File: config.mk
export PLATFORM = sky130hd
export DESIGN_NAME = audio_clk_rategen
export DESIGN_NICKNAME = d
export VERILOG_FILES = /design/src/rtl/audio_clk_pkg.sv /design/src/rtl/clk_src_select.sv /design/src/rtl/core_divider.sv /design/src/rtl/strobe_gen.sv /design/src/rtl/audio_clk_rategen.sv
export SDC_FILE = /design/constraint.sdc
export NUM_CORES = 1
export LEC_CHECK = 0
export CAP_MARGIN = 20
export CELL_PAD_IN_SITES_DETAIL_PLACEMENT = 1
export CELL_PAD_IN_SITES_GLOBAL_PLACEMENT = 1
export CORE_ASPECT_RATIO = 1.2
export CORE_UTILIZATION = 46
export CTS_BUF_LIST = sky130_fd_sc_hd__clkbuf_16
export DETAILED_ROUTE_END_ITERATION = 8
export PLACE_DENSITY = 0.81
export SLEW_MARGIN = 20
export SYNTH_ARGS = -nofsm -noshare
export SYNTH_HDL_FRONTEND = slang
export SYNTH_SLANG_ARGS = --single-unit
File: constraint.sdc
create_clock -name clk -period 1.85 [get_ports clk]
set_input_delay 0.37 -clock clk [delete_from_list [all_inputs] [get_ports clk]]
set_output_delay 0.37 -clock clk [all_outputs]
set_load 0.02 [all_outputs]
File: src/rtl/audio_clk_pkg.sv
package audio_clk_pkg;

  localparam int unsigned NUM_DOM = 3;
  localparam int unsigned MAX_DIV = 4;
  localparam int unsigned MAX_HALVES = 12;

  typedef enum logic [2:0] {
    RATE_HALF     = 3'd0,
    RATE_ONE      = 3'd1,
    RATE_ONE_HALF = 3'd2,
    RATE_TWO      = 3'd3,
    RATE_THREE    = 3'd4,
    RATE_FOUR     = 3'd5,
    RATE_SIX      = 3'd6,
    RATE_SPARE    = 3'd7
  } rate_code_e;

  // ratio expressed in half steps, so fs/1.5 stays an integer
  function automatic int unsigned rate_halves(input logic [2:0] code);
    case (rate_code_e'(code))
      RATE_HALF:     return 1;
      RATE_ONE:      return 2;
      RATE_ONE_HALF: return 3;
      RATE_TWO:      return 4;
      RATE_THREE:    return 6;
      RATE_FOUR:     return 8;
      RATE_SIX:      return 12;
      default:       return 2;
    endcase
  endfunction

endpackage

File: src/rtl/clk_src_select.sv
module clk_src_select
  import audio_clk_pkg::*;
#(
  parameter int unsigned DIV_W = 3
) (
  input  logic             mclk_tick,
  input  logic             pll_tick,
  input  logic [3:0]       clk_ctrl,
  output logic             sel_tick,
  output logic             sel_src,
  output logic [DIV_W-1:0] eff_div
);

  always_comb begin
    sel_src = clk_ctrl[3];
    if (clk_ctrl[3]) begin
      sel_tick = pll_tick;
      eff_div  = DIV_W'(MAX_DIV);
    end else begin
      sel_tick = mclk_tick;
      eff_div  = DIV_W'(clk_ctrl[2:1]) + DIV_W'(1);
    end
  end

endmodule

File: src/rtl/core_divider.sv
module core_divider #(
  parameter int unsigned DIV_W = 3
) (
  input  logic             clk,
  input  logic             rst_n,
  input  logic             enable,
  input  logic             tick,
  input  logic             src,
  input  logic [DIV_W-1:0] div_val,
  output logic             core_en
);

  logic [DIV_W-1:0] cnt_q, cnt_d;
  logic [DIV_W:0]   cfg_q, cfg_d;
  logic             en_q, en_d;
  logic             restart;

  assign cfg_d   = {src, div_val};
  assign restart = (cfg_d != cfg_q);

  always_comb begin
    cnt_d = cnt_q;
    en_d  = 1'b0;
    if (!enable || restart) begin
      cnt_d = '0;
    end else if (tick) begin
      if (cnt_q == div_val - DIV_W'(1)) begin
        cnt_d = '0;
        en_d  = 1'b1;
      end else begin
        cnt_d = cnt_q + DIV_W'(1);
      end
    end
  end

  always_ff @(posedge clk or negedge rst_n) begin
    if (!rst_n) begin
      cnt_q <= '0;
      cfg_q <= '0;
      en_q  <= 1'b0;
    end else begin
      cnt_q <= cnt_d;
      cfg_q <= cfg_d;
      en_q  <= en_d;
    end
  end

  assign core_en = en_q;

endmodule

File: src/rtl/strobe_gen.sv
module strobe_gen
  import audio_clk_pkg::*;
#(
  parameter int unsigned CORE_MULT = 256,
  parameter int unsigned CNT_W     = 11
) (
  input  logic       clk,
  input  logic       rst_n,
  input  logic       enable,
  input  logic       core_en,
  input  logic [2:0] rate_code,
  output logic       strobe
);

  logic [CNT_W-1:0] cnt_q, cnt_d;
  logic [CNT_W-1:0] period_m1;
  logic [2:0]       code_q;
  logic             st_q, st_d;
  logic             restart;

  assign period_m1 = CNT_W'((CORE_MULT * rate_halves(rate_code)) / 2 - 1);
  assign restart   = (rate_code != code_q);

  always_comb begin
    cnt_d = cnt_q;
    st_d  = 1'b0;
    if (!enable || restart) begin
      cnt_d = '0;
    end else if (core_en) begin
      if (cnt_q == period_m1) begin
        cnt_d = '0;
        st_d  = 1'b1;
      end else begin
        cnt_d = cnt_q + CNT_W'(1);
      end
    end
  end

  always_ff @(posedge clk or negedge rst_n) begin
    if (!rst_n) begin
      cnt_q  <= '0;
      code_q <= '0;
      st_q   <= 1'b0;
    end else begin
      cnt_q  <= cnt_d;
      code_q <= rate_code;
      st_q   <= st_d;
    end
  end

  assign strobe = st_q;

endmodule

File: src/rtl/audio_clk_rategen.sv
module audio_clk_rategen
  import audio_clk_pkg::*;
#(
  parameter int unsigned CORE_MULT = 256
) (
  input  logic       clk,
  input  logic       rst_n,
  input  logic       mclk_tick,
  input  logic       pll_tick,
  input  logic [3:0] clk_ctrl,
  input  logic [2:0] conv_rate,
  input  logic [2:0] port_rate,
  input  logic [2:0] engine_rate,
  output logic       core_en,
  output logic       conv_strobe,
  output logic       port_strobe,
  output logic       engine_strobe
);

  localparam int unsigned DIV_W = $clog2(MAX_DIV + 1);
  localparam int unsigned CNT_W = $clog2((CORE_MULT * MAX_HALVES) / 2);

  logic [1:0]         rst_pipe;
  logic               rst_int_n;
  logic               sel_tick;
  logic               sel_src;
  logic [DIV_W-1:0]   eff_div;
  logic               core_en_int;
  logic [2:0]         rate_sel [NUM_DOM];
  logic [NUM_DOM-1:0] strobe_vec;

  // asynchronous assertion, synchronous release
  always_ff @(posedge clk or negedge rst_n) begin
    if (!rst_n) rst_pipe <= 2'b00;
    else        rst_pipe <= {rst_pipe[0], 1'b1};
  end
  assign rst_int_n = rst_pipe[1];

  clk_src_select #(.DIV_W(DIV_W)) u_src (
    .mclk_tick (mclk_tick),
    .pll_tick  (pll_tick),
    .clk_ctrl  (clk_ctrl),
    .sel_tick  (sel_tick),
    .sel_src   (sel_src),
    .eff_div   (eff_div)
  );

  core_divider #(.DIV_W(DIV_W)) u_div (
    .clk     (clk),
    .rst_n   (rst_int_n),
    .enable  (clk_ctrl[0]),
    .tick    (sel_tick),
    .src     (sel_src),
    .div_val (eff_div),
    .core_en (core_en_int)
  );

  assign rate_sel[0] = conv_rate;
  assign rate_sel[1] = port_rate;
  assign rate_sel[2] = engine_rate;

  for (genvar g = 0; g < NUM_DOM; g++) begin : g_dom
    strobe_gen #(.CORE_MULT(CORE_MULT), .CNT_W(CNT_W)) u_stb (
      .clk       (clk),
      .rst_n     (rst_int_n),
      .enable    (clk_ctrl[0]),
      .core_en   (core_en_int),
      .rate_code (rate_sel[g]),
      .strobe    (strobe_vec[g])
    );
  end

  assign core_en       = core_en_int;
  assign conv_strobe   = strobe_vec[0];
  assign port_strobe   = strobe_vec[1];
  assign engine_strobe = strobe_vec[2];

endmodule

Yosys cells after proc, flatten, opt, wreduce, memory -nomap -nowiden
Cells that the tools add are included.
{"block": "totals", "reg_bits": 55, "latch_bits": 0, "ramBits": 0, "mem_bits_ro": 0, "out_inout_bits": 4, "wordCells": 86, "n_memories": 0}
{"block": "op_classes", "n_addsub": 9, "n_mul": 0, "div_mod_pow": 0, "magnitude_cmp": 0, "n_eq_ne": 23, "shift": 0, "n_mux": 29, "bitwise_logic": 0, "reduce_logical": 12}
{"op": "$mux W11", "count": 9}
{"op": "$pmux W4 S6", "count": 3}
{"op": "$add A11 B1 Y11 const B", "count": 3}
{"op": "$eq A11 B11 Y1", "count": 3}
{"op": "$sub A11 B1 Y11 const B", "count": 3}
{"op": "$eq A3 B3 Y1 const B", "count": 9}
{"op": "$eq A3 B2 Y1 const B", "count": 6}
{"op": "$mux W1", "count": 13}
{"op": "$mux W3", "count": 4}
{"op": "$logic_not A3 Y1", "count": 3}
{"op": "$ne A3 B3 Y1", "count": 3}
{"op": "$reduce_bool A2 Y1", "count": 4}
{"op": "$logic_or A1 B1 Y1", "count": 4}
{"op": "$ne A4 B4 Y1", "count": 1}
{"op": "$add A2 B1 Y3 const B", "count": 1}
{"op": "$add A3 B1 Y3 const B", "count": 1}
{"op": "$eq A3 B3 Y1", "count": 1}
{"op": "$sub A3 B1 Y3 const B", "count": 1}
{"op": "$logic_not A1 Y1", "count": 1}

Depth between registers and ports, before layout
{"block": "logic_depth", "depth_word": 7, "depth_mapped": 8}

Modules after synthesis
From an unflattened synthesis, not the netlist that was laid out.
{"block": "unflattened", "cells_unflattened": 294, "area_unflattened_um2": 3044.2}
{"module": "strobe_gen (g_dom[0].u_stb ...)", "instances": 2, "cells_each": 82, "area_each_um2": 825.8}
{"module": "strobe_gen (g_dom[1].u_stb)", "instances": 1, "cells_each": 87, "area_each_um2": 849.6}
{"module": "core_divider", "instances": 1, "cells_each": 34, "area_each_um2": 435.4}
{"module": "audio_clk_rategen", "instances": 1, "cells_each": 3, "area_each_um2": 53.8}
{"module": "clk_src_select", "instances": 1, "cells_each": 6, "area_each_um2": 53.8}

Least setup slack after synthesis
OpenSTA, ideal clock, no wires.
{"block": "synth_timing", "path_kind": "register -> register", "from": "register g_dom[2].u_stb.cnt_q[7]", "to": "register g_dom[2].u_stb.cnt_q[3]", "t_arrival_ps": 1599, "setup_slack_ps": 114, "stages_incl_launch_ff": 6, "n_path_buf": 0, "path_cell_list": "dfrtp_1 or4_1 o2bb2ai_2 a31oi_4 o2111ai_1 o311ai_1"}
{"block": "synth_via", "elab_chain_cells": 4}
{"item": "start, declared", "line": "strobe_gen.sv:15", "text": "logic [CNT_W-1:0] cnt_q, cnt_d;"}
{"item": "start signal, assigned", "line": "strobe_gen.sv:45", "text": "cnt_q <= cnt_d;"}
{"item": "$eq A11 B11 Y1", "line": "strobe_gen.sv:30", "text": "if (cnt_q == period_m1) begin"}
{"item": "$mux W11", "line": "strobe_gen.sv:30"}
{"item": "$mux W11", "line": "strobe_gen.sv:29", "text": "end else if (core_en) begin"}
{"item": "$mux W11", "line": "strobe_gen.sv:27", "text": "if (!enable || restart) begin"}
Every way passes these cells. The select of a mux whose other input is x is not followed.
A chain may end at the register's enable or synchronous reset.

Worst setup path after layout
{"block": "layout_timing", "from": "register g_dom[2].u_stb.cnt_q[9]", "to": "register g_dom[2].u_stb.cnt_q[5]"}
Same word-level chain as after synthesis.

==> results.md <==
- Post-CTS Hold Fix Bufs: 0
- Largest net degree at the start of global routing: 41
- Min Hold Slack: 0.1794 ns
- Core Rows: 31
- CTS tree: built
- Fin crit share: 99.35%
- Clock tree root driver cell: clkbuf_16
- CP cell instances: or4_4 -> o2bb2ai_4 -> a31oi_4 -> o211ai_1 -> o211ai_1
- Startpoint Class: flop
- Syn nets: 332
- Post-synth top area share: 46.10%
- Utilization after layout: 63.38%
- Clk pin slew, worst setup/hold paths: 0.07 ns
- # diodes: 0
- Clock Sink Count: 55
- Register area: 1380 µm²
- Syn_area_per_cell: 9.661 µm²
- Cell accounting for the most synthesized area: dfrtp_1
- Crit path max-delay family: compound AO/OA/AOI/OAI gates
- Final Setup Violations: 0
- DRC Markers: 0
- Total Power: 2.428 mW
- Unique masters post-synth: 46
- Die Area: 6817 µm²
- Synth top area cells: dfrtp_1, xnor2_1, xor2_1
- Final Cell Area: 3909 µm²
- Warnings, synthesis: 0
- Final Hold Viols: 0
- IO Count: 21
- Port Buffers: 20
- DR WL/cell: 20.42 µm
- Synthesized instance count: 309
- Share of cells above drive strength 1: 22.83%
- Post-Route WL: 9191 µm
- Initial antenna violation count: 0
- Max-Cap Viols: 0
- Core area: 6167 µm²
- Max incr delay on CP: 0.55 ns
- Fmax: 544.1 MHz
- Antenna Nets Post-Route: 0
- Crit path DAT: 2.00 ns
- Post-Synthesis Cell Area: 2985 µm²
- Setup CP Type: reg -> reg
- GPL Wtd Cong: 0.8165
- Die Y: 90.25 µm
- CP Max Fanout: 7
- RSZ-0062 raised after global routing: yes
- Sequential fraction of the synthesis area: 46.10%
- CP Capture Type: flop
- Total Nets Final: 391
- Pwr per Cell Area: 621.1 nW/µm²
- Most frequent cells in the layout: dfrtp_1, buf_4, nand2_1, nor2_1, xor2_1
- First-pass GRT wire length: 14170 µm
- Crit path required time: 2.01 ns
- Drt pass-1 iters: 4
- Clock group share of total power: 37.0%
- Bufs on Longest Clock Path: 2
- Clk_lat worst skew: 0.29 ns
- #FFs+latches synth: 55
- Max IR drop VDD: 0.3941 mV
- Gr usage total: 27.50%
- Chip width: 75.54 µm
- Commonest non-fill, non-tap cell in the layout: dfrtp_1
- Global route overflow: 0
- Fillers: 660
- Most frequent CP cell: o211ai_1
- Multi-input combinational cell area: 1702 µm²
- Initial Utilization: 48.41%
- Max H-tree Level: 2
- Number of synthesized flops with an enable pin: 0
- Clock skew: 0.006333 ns
- Dpl hpwl: 5770 µm
- Cell count of the worst reg-to-reg path: 5
- Post-Route Setup TNS: 0 ns
- Combinational Power Share: 12.0%
- Initial drt markers: 206
- Status: complete, no violations
- Leakage: 1.671 nW
- Slowest stage cell, crit path: or4_4
- Post-DP Area: 3583 µm²
- Sw Share: 24.07%
- Period minus WS final: 1.838 ns
- Crit path depth: 5
- CTS buffer count: 5
- Via count: 2681
- Vias per cell: 5.958
- Cell internal pwr: 1.843 mW
- Layout area overhead: 30.93%
- Seq pwr share: 51.0%
- Post-CTS Repair Setup Buffers: 0
- Vias in the first global route: 2936
- Pins over their slew limit: 0
- Switching power: 584.4 µW
- Share of flip-flops with an asynchronous set or reset: 100.0%
- Number of buffers and inverters on the critical path: 0
- Dominant register cell in the synthesized netlist: dfrtp_1
- Worst hold path class: reg -> async
-- cell usage after synthesis (8+ instances only) --
cell	instances
inv_1	9
xnor2_1	18
o211ai_1	8
xor2_1	17
nand4_1	10
dfrtp_1	55
nor3_1	9
nor2_1	23
nand2_1	36
o21ai_0	17
nand3_1	15
a21oi_1	9
-- layer usage --
metal  GRT usage (%)  up-vias  routed length (µm)
li1                -     1220                   -
met4           10.80        0                 330
met2           50.82       60                5152
met1           30.14     1370                3498
met3           4.129       31                 209
met5               0        -                   0
-- worst paths after layout --
path | to | startpoint | slack (ns)
max | g_dom[2].u_stb.cnt_q[5]$_DFFE_PN0P_ | g_dom[2].u_stb.cnt_q[9]$_DFFE_PN0P_ | 0.01
min | g_dom[1].u_stb.cnt_q[9]$_DFFE_PN0P_ | rst_pipe[1]$_DFF_PN0_ | 0.18
max reg2reg | g_dom[2].u_stb.cnt_q[5]$_DFFE_PN0P_ | g_dom[2].u_stb.cnt_q[9]$_DFFE_PN0P_ | 0.01
min reg2reg | g_dom[1].u_stb.cnt_q[9]$_DFFE_PN0P_ | rst_pipe[1]$_DFF_PN0_ | 0.18
max in group asynchronous | u_div.core_en$_DFF_PN0_ | rst_pipe[1]$_DFF_PN0_ | 1.11
min in group clk | u_div.cfg_q[3]$_DFF_PN0_ | clk_ctrl[3] | 0.33
-- repair_timing --
action                     CTS  global route
gates cloned                 0             1
setup endpoints to repair   33            31
resized for setup           16            26
pin swaps                    7             8
-- cell type report --
cell class,instances,share of cell area (%)
inverter,9,0.8643
multi-input combinational,235,43.53
sequential,55,35.31
clock buffer,5,3.201
clock inverter,2,0.1921
timing repair buffer,62,14.28
tap,82,2.625
-- flip-flops by register name (all words and copies together), names as in the netlist --
signal and count:
u_div.cnt_q 3, u_div.cfg_q 4, rst_pipe 2, g_dom.u_stb.code_q 9, u_div.core_en 1, g_dom.u_stb.cnt_q 33
g_dom.u_stb.strobe 3
-- through the flow --
stage | worst slack (ns) | std cells
2_1_floorplan | 0.1139 | 309
3_3_place_gp | -0.2825 | 442
3_5_place_dp | -0.3622 | 442
4_1_cts | 0.01277 | 449
5_1_grt | -0.05007 | 450
6_report | 0.01200 | 450
-- power groups by stage --
stage | Clock [mW] | Sequential [mW] | Combinational [mW]
after floorplan | 0 | 1.27 | 0.0974
after global placement | 0 | 1.26 | 0.227
after detailed placement | 0 | 1.26 | 0.239
after CTS | 0.915 | 1.24 | 0.250
after global routing | 0.942 | 1.24 | 0.307
final | 0.899 | 1.24 | 0.290
-- worst reg2reg max path, delay by kind of cell, from the launching register on --
kind	cells	cell delay (ns)
AOI/OAI and AO/OA	4	0.70
and+or+nand+nor	1	0.56
DFF	1	0.46
-- cells by family after synthesis --
| logic type | Yosys count | synth area share, % |
|---|---|---|
| buf+inv | 20 | 2.682 |
| fa+ha+maj | 6 | 2.515 |
| flops | 55 | 46.10 |
| compound gates | 57 | 14.59 |
| other cells | 1 | 0.1256 |
| mux | 5 | 1.677 |
| simple gates | 130 | 22.05 |
| xor+xnor | 35 | 10.27 |
(Power assumes the default switching activity.)
